## config.mk

```make
export PLATFORM = sky130hd
export DESIGN_NAME = packed_simd_au
export DESIGN_NICKNAME = d
export VERILOG_FILES = /design/src/rtl/psau_pkg.sv /design/src/rtl/psau_lane.sv /design/src/rtl/psau_select.sv /design/src/rtl/packed_simd_au.sv
export SDC_FILE = /design/constraint.sdc
export NUM_CORES = 1
export LEC_CHECK = 0
export BUFFER_PORTS_ARGS = -buffer_cell sky130_fd_sc_hd__buf_2
export CORE_MARGIN = 3
export CORE_UTILIZATION = 46
export CTS_BUF_LIST = sky130_fd_sc_hd__clkbuf_16
export DETAILED_ROUTE_END_ITERATION = 6
export PLACE_DENSITY = 0.63
export REMOVE_ABC_BUFFERS = 1
export SYNTH_ARGS = -nofsm -noshare
export SYNTH_HDL_FRONTEND = slang
export SYNTH_SLANG_ARGS = --single-unit
```

## constraint.sdc

```tcl
create_clock -name clk -period 11 [get_ports clk]
set_clock_uncertainty 0.15 [all_clocks]
set_input_delay 2.2 -clock clk [delete_from_list [all_inputs] [get_ports clk]]
set_output_delay 2.2 -clock clk [all_outputs]
set_load 0.05 [all_outputs]
```

## src/rtl/psau_pkg.sv

```systemverilog
package psau_pkg;

   typedef enum logic [2:0] {
      OPC_ADD16    = 3'd0,
      OPC_XAS      = 3'd1,
      OPC_XSA      = 3'd2,
      OPC_SUB16    = 3'd3,
      OPC_ADD8     = 3'd4,
      OPC_SUB8     = 3'd5,
      OPC_PICK     = 3'd6,
      OPC_PICK_ALT = 3'd7
   } psau_op_e;

   localparam logic [1:0] KIND_WRAP   = 2'd0;
   localparam logic [1:0] KIND_SAT    = 2'd1;
   localparam logic [1:0] KIND_HALVE  = 2'd2;
   localparam logic [1:0] KIND_WRAP_R = 2'd3;

endpackage

```

## src/rtl/psau_lane.sv

```systemverilog
module psau_lane
   import psau_pkg::*;
#(
   parameter int W = 8
) (
   input  logic [W-1:0] x_i,
   input  logic [W-1:0] y_i,
   input  logic         sub_i,
   input  logic         uns_i,
   input  logic [1:0]   kind_i,
   output logic [W-1:0] res_o,
   output logic         ge_o
);
   localparam int EW = W + 2;
   localparam logic signed [EW-1:0] SMAX = {{(EW-W+1){1'b0}}, {(W-1){1'b1}}};
   localparam logic signed [EW-1:0] SMIN = {{(EW-W+1){1'b1}}, {(W-1){1'b0}}};
   localparam logic signed [EW-1:0] UMAX = {2'b00, {W{1'b1}}};

   logic signed [EW-1:0] ex, ey, sum;

   always_comb begin
      ex  = uns_i ? {2'b00, x_i} : {{2{x_i[W-1]}}, x_i};
      ey  = uns_i ? {2'b00, y_i} : {{2{y_i[W-1]}}, y_i};
      sum = sub_i ? (ex - ey) : (ex + ey);
   end

   always_comb begin
      unique case (kind_i)
         KIND_SAT: begin
            if (uns_i) begin
               if (sum[EW-1])      res_o = '0;
               else if (sum > UMAX) res_o = '1;
               else                 res_o = sum[W-1:0];
            end else begin
               if (sum > SMAX)      res_o = SMAX[W-1:0];
               else if (sum < SMIN) res_o = SMIN[W-1:0];
               else                 res_o = sum[W-1:0];
            end
         end
         KIND_HALVE: res_o = sum[W:1];
         default:    res_o = sum[W-1:0];
      endcase
   end

   assign ge_o = (uns_i && !sub_i) ? sum[W] : ~sum[EW-1];

endmodule

```

## src/rtl/psau_select.sv

```systemverilog
module psau_select #(
   parameter int BYTE_W = 8,
   parameter int LANES  = 4
) (
   input  logic [LANES*BYTE_W-1:0] a_i,
   input  logic [LANES*BYTE_W-1:0] b_i,
   input  logic [LANES-1:0]        ge_i,
   output logic [LANES*BYTE_W-1:0] res_o
);
   for (genvar n = 0; n < LANES; n++) begin : g_pick
      assign res_o[n*BYTE_W +: BYTE_W] = ge_i[n] ? a_i[n*BYTE_W +: BYTE_W]
                                                 : b_i[n*BYTE_W +: BYTE_W];
   end
endmodule

```

## src/rtl/packed_simd_au.sv

```systemverilog
module packed_simd_au
   import psau_pkg::*;
#(
   parameter int BYTE_W = 8
) (
   input  logic                clk,
   input  logic                rst_n,
   input  logic                op_valid_i,
   input  logic [2:0]          op_i,
   input  logic [2:0]          mode_i,
   input  logic [4*BYTE_W-1:0] a_i,
   input  logic [4*BYTE_W-1:0] b_i,
   output logic [4*BYTE_W-1:0] res_o,
   output logic [3:0]          ge_o
);
   localparam int LANES  = 4;
   localparam int HALF_W = 2 * BYTE_W;
   localparam int WORD_W = LANES * BYTE_W;

   if (BYTE_W < 2 || BYTE_W > 15) begin : g_bad_width
      $error("packed_simd_au: BYTE_W must lie in 2..15");
   end

   psau_op_e          op;
   logic [1:0]        kind;
   logic              is_half, is_byte, is_pick, is_wrap, exch;
   logic [WORD_W-1:0] bres, hres, pres;
   logic [LANES-1:0]  bge, ge_nxt, ge_q;
   logic [1:0]        hge, hsub;
   logic [HALF_W-1:0] hx [2];
   logic [HALF_W-1:0] hy [2];

   assign op      = psau_op_e'(op_i);
   assign kind    = mode_i[1:0];
   assign is_half = (op_i[2] == 1'b0);
   assign is_byte = (op == OPC_ADD8) || (op == OPC_SUB8);
   assign is_pick = (op == OPC_PICK) || (op == OPC_PICK_ALT);
   assign is_wrap = (kind == KIND_WRAP) || (kind == KIND_WRAP_R);
   assign exch    = (op == OPC_XAS) || (op == OPC_XSA);

   // byte lanes
   for (genvar n = 0; n < LANES; n++) begin : g_byte
      psau_lane #(.W(BYTE_W)) u_lane (
         .x_i   (a_i[n*BYTE_W +: BYTE_W]),
         .y_i   (b_i[n*BYTE_W +: BYTE_W]),
         .sub_i (op == OPC_SUB8),
         .uns_i (mode_i[2]),
         .kind_i(kind),
         .res_o (bres[n*BYTE_W +: BYTE_W]),
         .ge_o  (bge[n])
      );
   end

   // halfword lane operand steering, exchange forms cross the second operand
   always_comb begin
      hx[0]   = a_i[HALF_W-1:0];
      hx[1]   = a_i[WORD_W-1:HALF_W];
      hy[0]   = exch ? b_i[WORD_W-1:HALF_W] : b_i[HALF_W-1:0];
      hy[1]   = exch ? b_i[HALF_W-1:0]      : b_i[WORD_W-1:HALF_W];
      hsub[0] = (op == OPC_XAS) || (op == OPC_SUB16);
      hsub[1] = (op == OPC_XSA) || (op == OPC_SUB16);
   end

   for (genvar h = 0; h < 2; h++) begin : g_half
      psau_lane #(.W(HALF_W)) u_lane (
         .x_i   (hx[h]),
         .y_i   (hy[h]),
         .sub_i (hsub[h]),
         .uns_i (mode_i[2]),
         .kind_i(kind),
         .res_o (hres[h*HALF_W +: HALF_W]),
         .ge_o  (hge[h])
      );
   end

   psau_select #(.BYTE_W(BYTE_W), .LANES(LANES)) u_pick (
      .a_i  (a_i),
      .b_i  (b_i),
      .ge_i (ge_q),
      .res_o(pres)
   );

   always_comb begin
      if (is_pick)      res_o = pres;
      else if (is_byte) res_o = bres;
      else              res_o = hres;
   end

   assign ge_nxt = is_half ? {hge[1], hge[1], hge[0], hge[0]} : bge;

   always_ff @(posedge clk or negedge rst_n) begin
      if (!rst_n)
         ge_q <= '0;
      else if (op_valid_i && is_wrap && !is_pick)
         ge_q <= ge_nxt;
   end

   assign ge_o = ge_q;

   // ---------------- assertions ----------------
   AST_FLAGS_RESET: assert property (@(posedge clk) !rst_n |=> (ge_o == 4'b0000));

   AST_NOWRAP_HOLD: assert property (@(posedge clk) disable iff (!rst_n)
      (op_valid_i && !is_wrap) |=> $stable(ge_o));

   AST_PICK_HOLD: assert property (@(posedge clk) disable iff (!rst_n)
      (op_valid_i && is_pick) |=> $stable(ge_o));

   AST_IDLE_HOLD: assert property (@(posedge clk) disable iff (!rst_n)
      !op_valid_i |=> $stable(ge_o));

   AST_HALF_PAIR: assert property (@(posedge clk) disable iff (!rst_n)
      (op_valid_i && is_wrap && is_half) |=> (ge_o[0] == ge_o[1] && ge_o[2] == ge_o[3]));

   for (genvar n = 0; n < LANES; n++) begin : g_chk
      AST_HALVE_SIGN: assert property (@(posedge clk) disable iff (!rst_n)
         (is_byte && kind == KIND_HALVE && !mode_i[2])
            |-> (bres[n*BYTE_W + BYTE_W-1] == !bge[n]));
      AST_PICK_SRC: assert property (@(posedge clk) disable iff (!rst_n)
         is_pick |-> (res_o[n*BYTE_W +: BYTE_W] == (ge_o[n] ? a_i[n*BYTE_W +: BYTE_W]
                                                           : b_i[n*BYTE_W +: BYTE_W])));
   end

endmodule

```

==> metrics.txt <==
Vias/cell 6.710; Die ar. 21180 um2; row count 50; most frequent cells in the layout a21oi_1 (138), nor2_1 (137), o21ai_0 (132), buf_2 (108), nand2_1 (107); Post-Syn Area per Cell 6.548 um2; first-pass GRT wire length 56080 um; Critical Path Slowest Stage Cell xnor2_1; RR Startpoint ge_o[0]; global route overflow 0; Slew HR 0.1462; Seq cells post-synth 4; Hold Buf Count CTS 0; Largest register FFs 4; Post-CTS Setup Repair Bufs 0; post_cts resized 0; top achievable clock speed 96.96 MHz; Max-Cap Viols 0; # diodes 0; Syn Std Cell Area 8957 um2; Synth Area in XOR/XNOR 0.1185; top cell type's share of synthesized area 0.1090; worst-case clock buffer depth 2; post-synth cell types 89; Area contributors post-synth ha_1 (11%), a21oi_1 (7.7%), o21ai_0 (7.4%); setup slack after layout 0.6863 ns; via count 11.18k; core area 18890 um2; commonest non-fill, non-tap cell in the layout a21oi_1; simple-gate share of the synthesized area 0.2192; placed insts 1663; Max VDD drop 0.04796 mV; mux share of post-synthesis cell area 0.06635; measured slew at the worst slew-check pin 1.276 ns; ys async rst share 1.000; Critical R2R Capture ge_o[0]; die extent in y 145.5 um; Reg clk slew, reported paths 0.03 ns; setup TNS 0 ns; adder-cell area share of the yosys netlist 0.1224; DP Worst Slack 0.8401 ns; hold_sp ge_o[2]; gpl congestion 0.9717; Die Wd 145.5 um; Mapped Cells 1368; power per cell area 120.8 nW/um2; crit-path cells buf_2, xnor2_1, or2_2, buf_4, nor2_1, a21o_1, inv_1, ha_1, o21ai_0, a21o_1, a21oi_1, a21oi_1, xor2_1, ha_1, and3_1, a221o_1, a221o_1, xnor2_1, o21ai_0, o22a_2, o2111ai_1, a221oi_1, or2_1, buf_2; outcome complete, no violations; Final nets 1565; DR pass1 iterations 5; main combinational cell family by area after synthesis compound AO/OA/AOI/OAI gates; final WL 36480 um; CTS tree done; FF-to-FF path depth 2; CTS buffer count 3; Fill cells 2043; # H-tree levels 1; I/O pin cnt 109; Final ANT Viol Nets 0; # DRC 0; Final Hold Fails 0; EDFF count, synth 0; Synth-to-Final Area Change 8.144%; top_reg_cell synth dfrtp_1; sequential cell area fraction in the yosys report 0.01117; largest net degree at the start of global routing 66; Ys Warns 0; min Tclk post-route 10.31 ns; fin. max-slew vios 0; Worst Path Max Fanout 38; drt wl/cell 21.89 um; path type of the worst setup path input port to output port; Initial Utilization 0.4741; Post-Layout Cell Count 1666; area leader, netlist ha_1; initial antenna violation count 0; placed instance area 9612 um2; post-synthesis compound-gate area fraction 0.3984; Startpoint Class input port; Root Buffer clkbuf_16; Final Cell Area 9687 um2; slowest stage delay, CP 0.50 ns; CP endpoint kind output port; # port buffers 108; layout cells sized above 1 0.1252; post-DP HPWL 27920 um; Hold Crit Depth 2; number of global-route vias before repair 10.12k; Tcrit/Tclk final 0.9376; WP data required 8.65 ns; worst hold path class flop to flop; leak pwr 4.159 nW; hold endpoint ge_o[2]; crit path DAT 7.96 ns; final core occ 0.5127; Initial DRC Count 1405; clk sinks 4; RSZ-0062 raised after global routing no; Setup violations, final 0; Clock Latency Late Sink 0.23 ns; Total GRT Usage 0.3217; reg2reg setup slack 9.83 ns
## synthesized netlist by cell type, types with 10 or more instances
cell and instances:
a211oi_1 22, a21o_1 24, a21oi_1 138, a221oi_1 21, a31oi_1 18, clkbuf_1 80, ha_1 78, inv_1 51
mux2_2 11, mux2i_1 47, nand2_1 107, nand2b_1 11, nand3_1 24, nor2_1 138, nor2b_1 18, nor3_1 32
nor4_1 11, o211ai_1 20, o21a_1 30, o21ai_0 132, o22ai_1 14, o31a_1 12, o31ai_1 10, xnor2_1 66
xor2_1 50
## kinds of logic (layout without fill, tap and decap cells)
logic type / count (synthesis) / after routing
compound gates: 545 / 545
simple gates: 412 / 412
buf+inv: 147 / 185
xor+xnor: 118 / 118
fa+ha+maj: 84 / 84
mux: 58 / 58
flops: 4 / 4
## worst max-delay path by stage
| stage | slack, ns | depth (start not counted) | to | start |
|---|---|---|---|---|
| floorplan | 0.01 | 16 | res_o[16] | op_i[0] |
| global placement | 1.03 | 24 | res_o[2] | op_i[0] |
| detailed placement | 0.84 | 24 | res_o[2] | op_i[0] |
| CTS | 0.82 | 24 | res_o[2] | op_i[0] |
| global route | 0.25 | 24 | res_o[12] | op_i[0] |
| finish | 0.69 | 24 | res_o[2] | op_i[0] |
## per-stage QoR
step	power [W]	hold slack (ns)
after floorplan	0.0008119	0.7410
after global placement	0.001078	0.6360
after detailed placement	0.001083	0.6352
after CTS	0.001146	0.6390
after global routing	0.001257	0.7241
final	0.001171	0.6467
## critical path, delay by kind of cell
kind            cells  cell delay, ns
compound gates     11            2.56
xor+xnor            3            1.00
fa+ha+maj           2            0.50
buf+inv             4            0.83
simple gates        4            0.86
## per-layer routing
layer	track usage	up-vias	routed length, um
met3	0.03986	103	3530
met4	0.1282	0	1534
li1	-	5193	-
met1	0.4509	5192	15750
met2	0.5015	691	15670
met5	0	-	0
## report_power, final
| group | internal [W] | leakage (nW) | switching (W) |
|---|---|---|---|
| combinational | 0.000374 | 4.08 | 0.000698 |
| sequential | 0.0000188 | 0.0467 | 0.0000225 |
| clock | 0.0000465 | 0.0370 | 0.0000106 |
## area by class of cell
type	count	area, um2	area share
Tap cell	260	325.3	0.03358
Multi-Input combinational cell	1217	8293	0.8561
Sequential cell	4	100.1	0.01033
Inverter	54	202.7	0.02092
Clock buffer	3	75.07	0.007750
Timing Repair Buffer	128	690.7	0.07130
(Power assumes the default switching activity.)
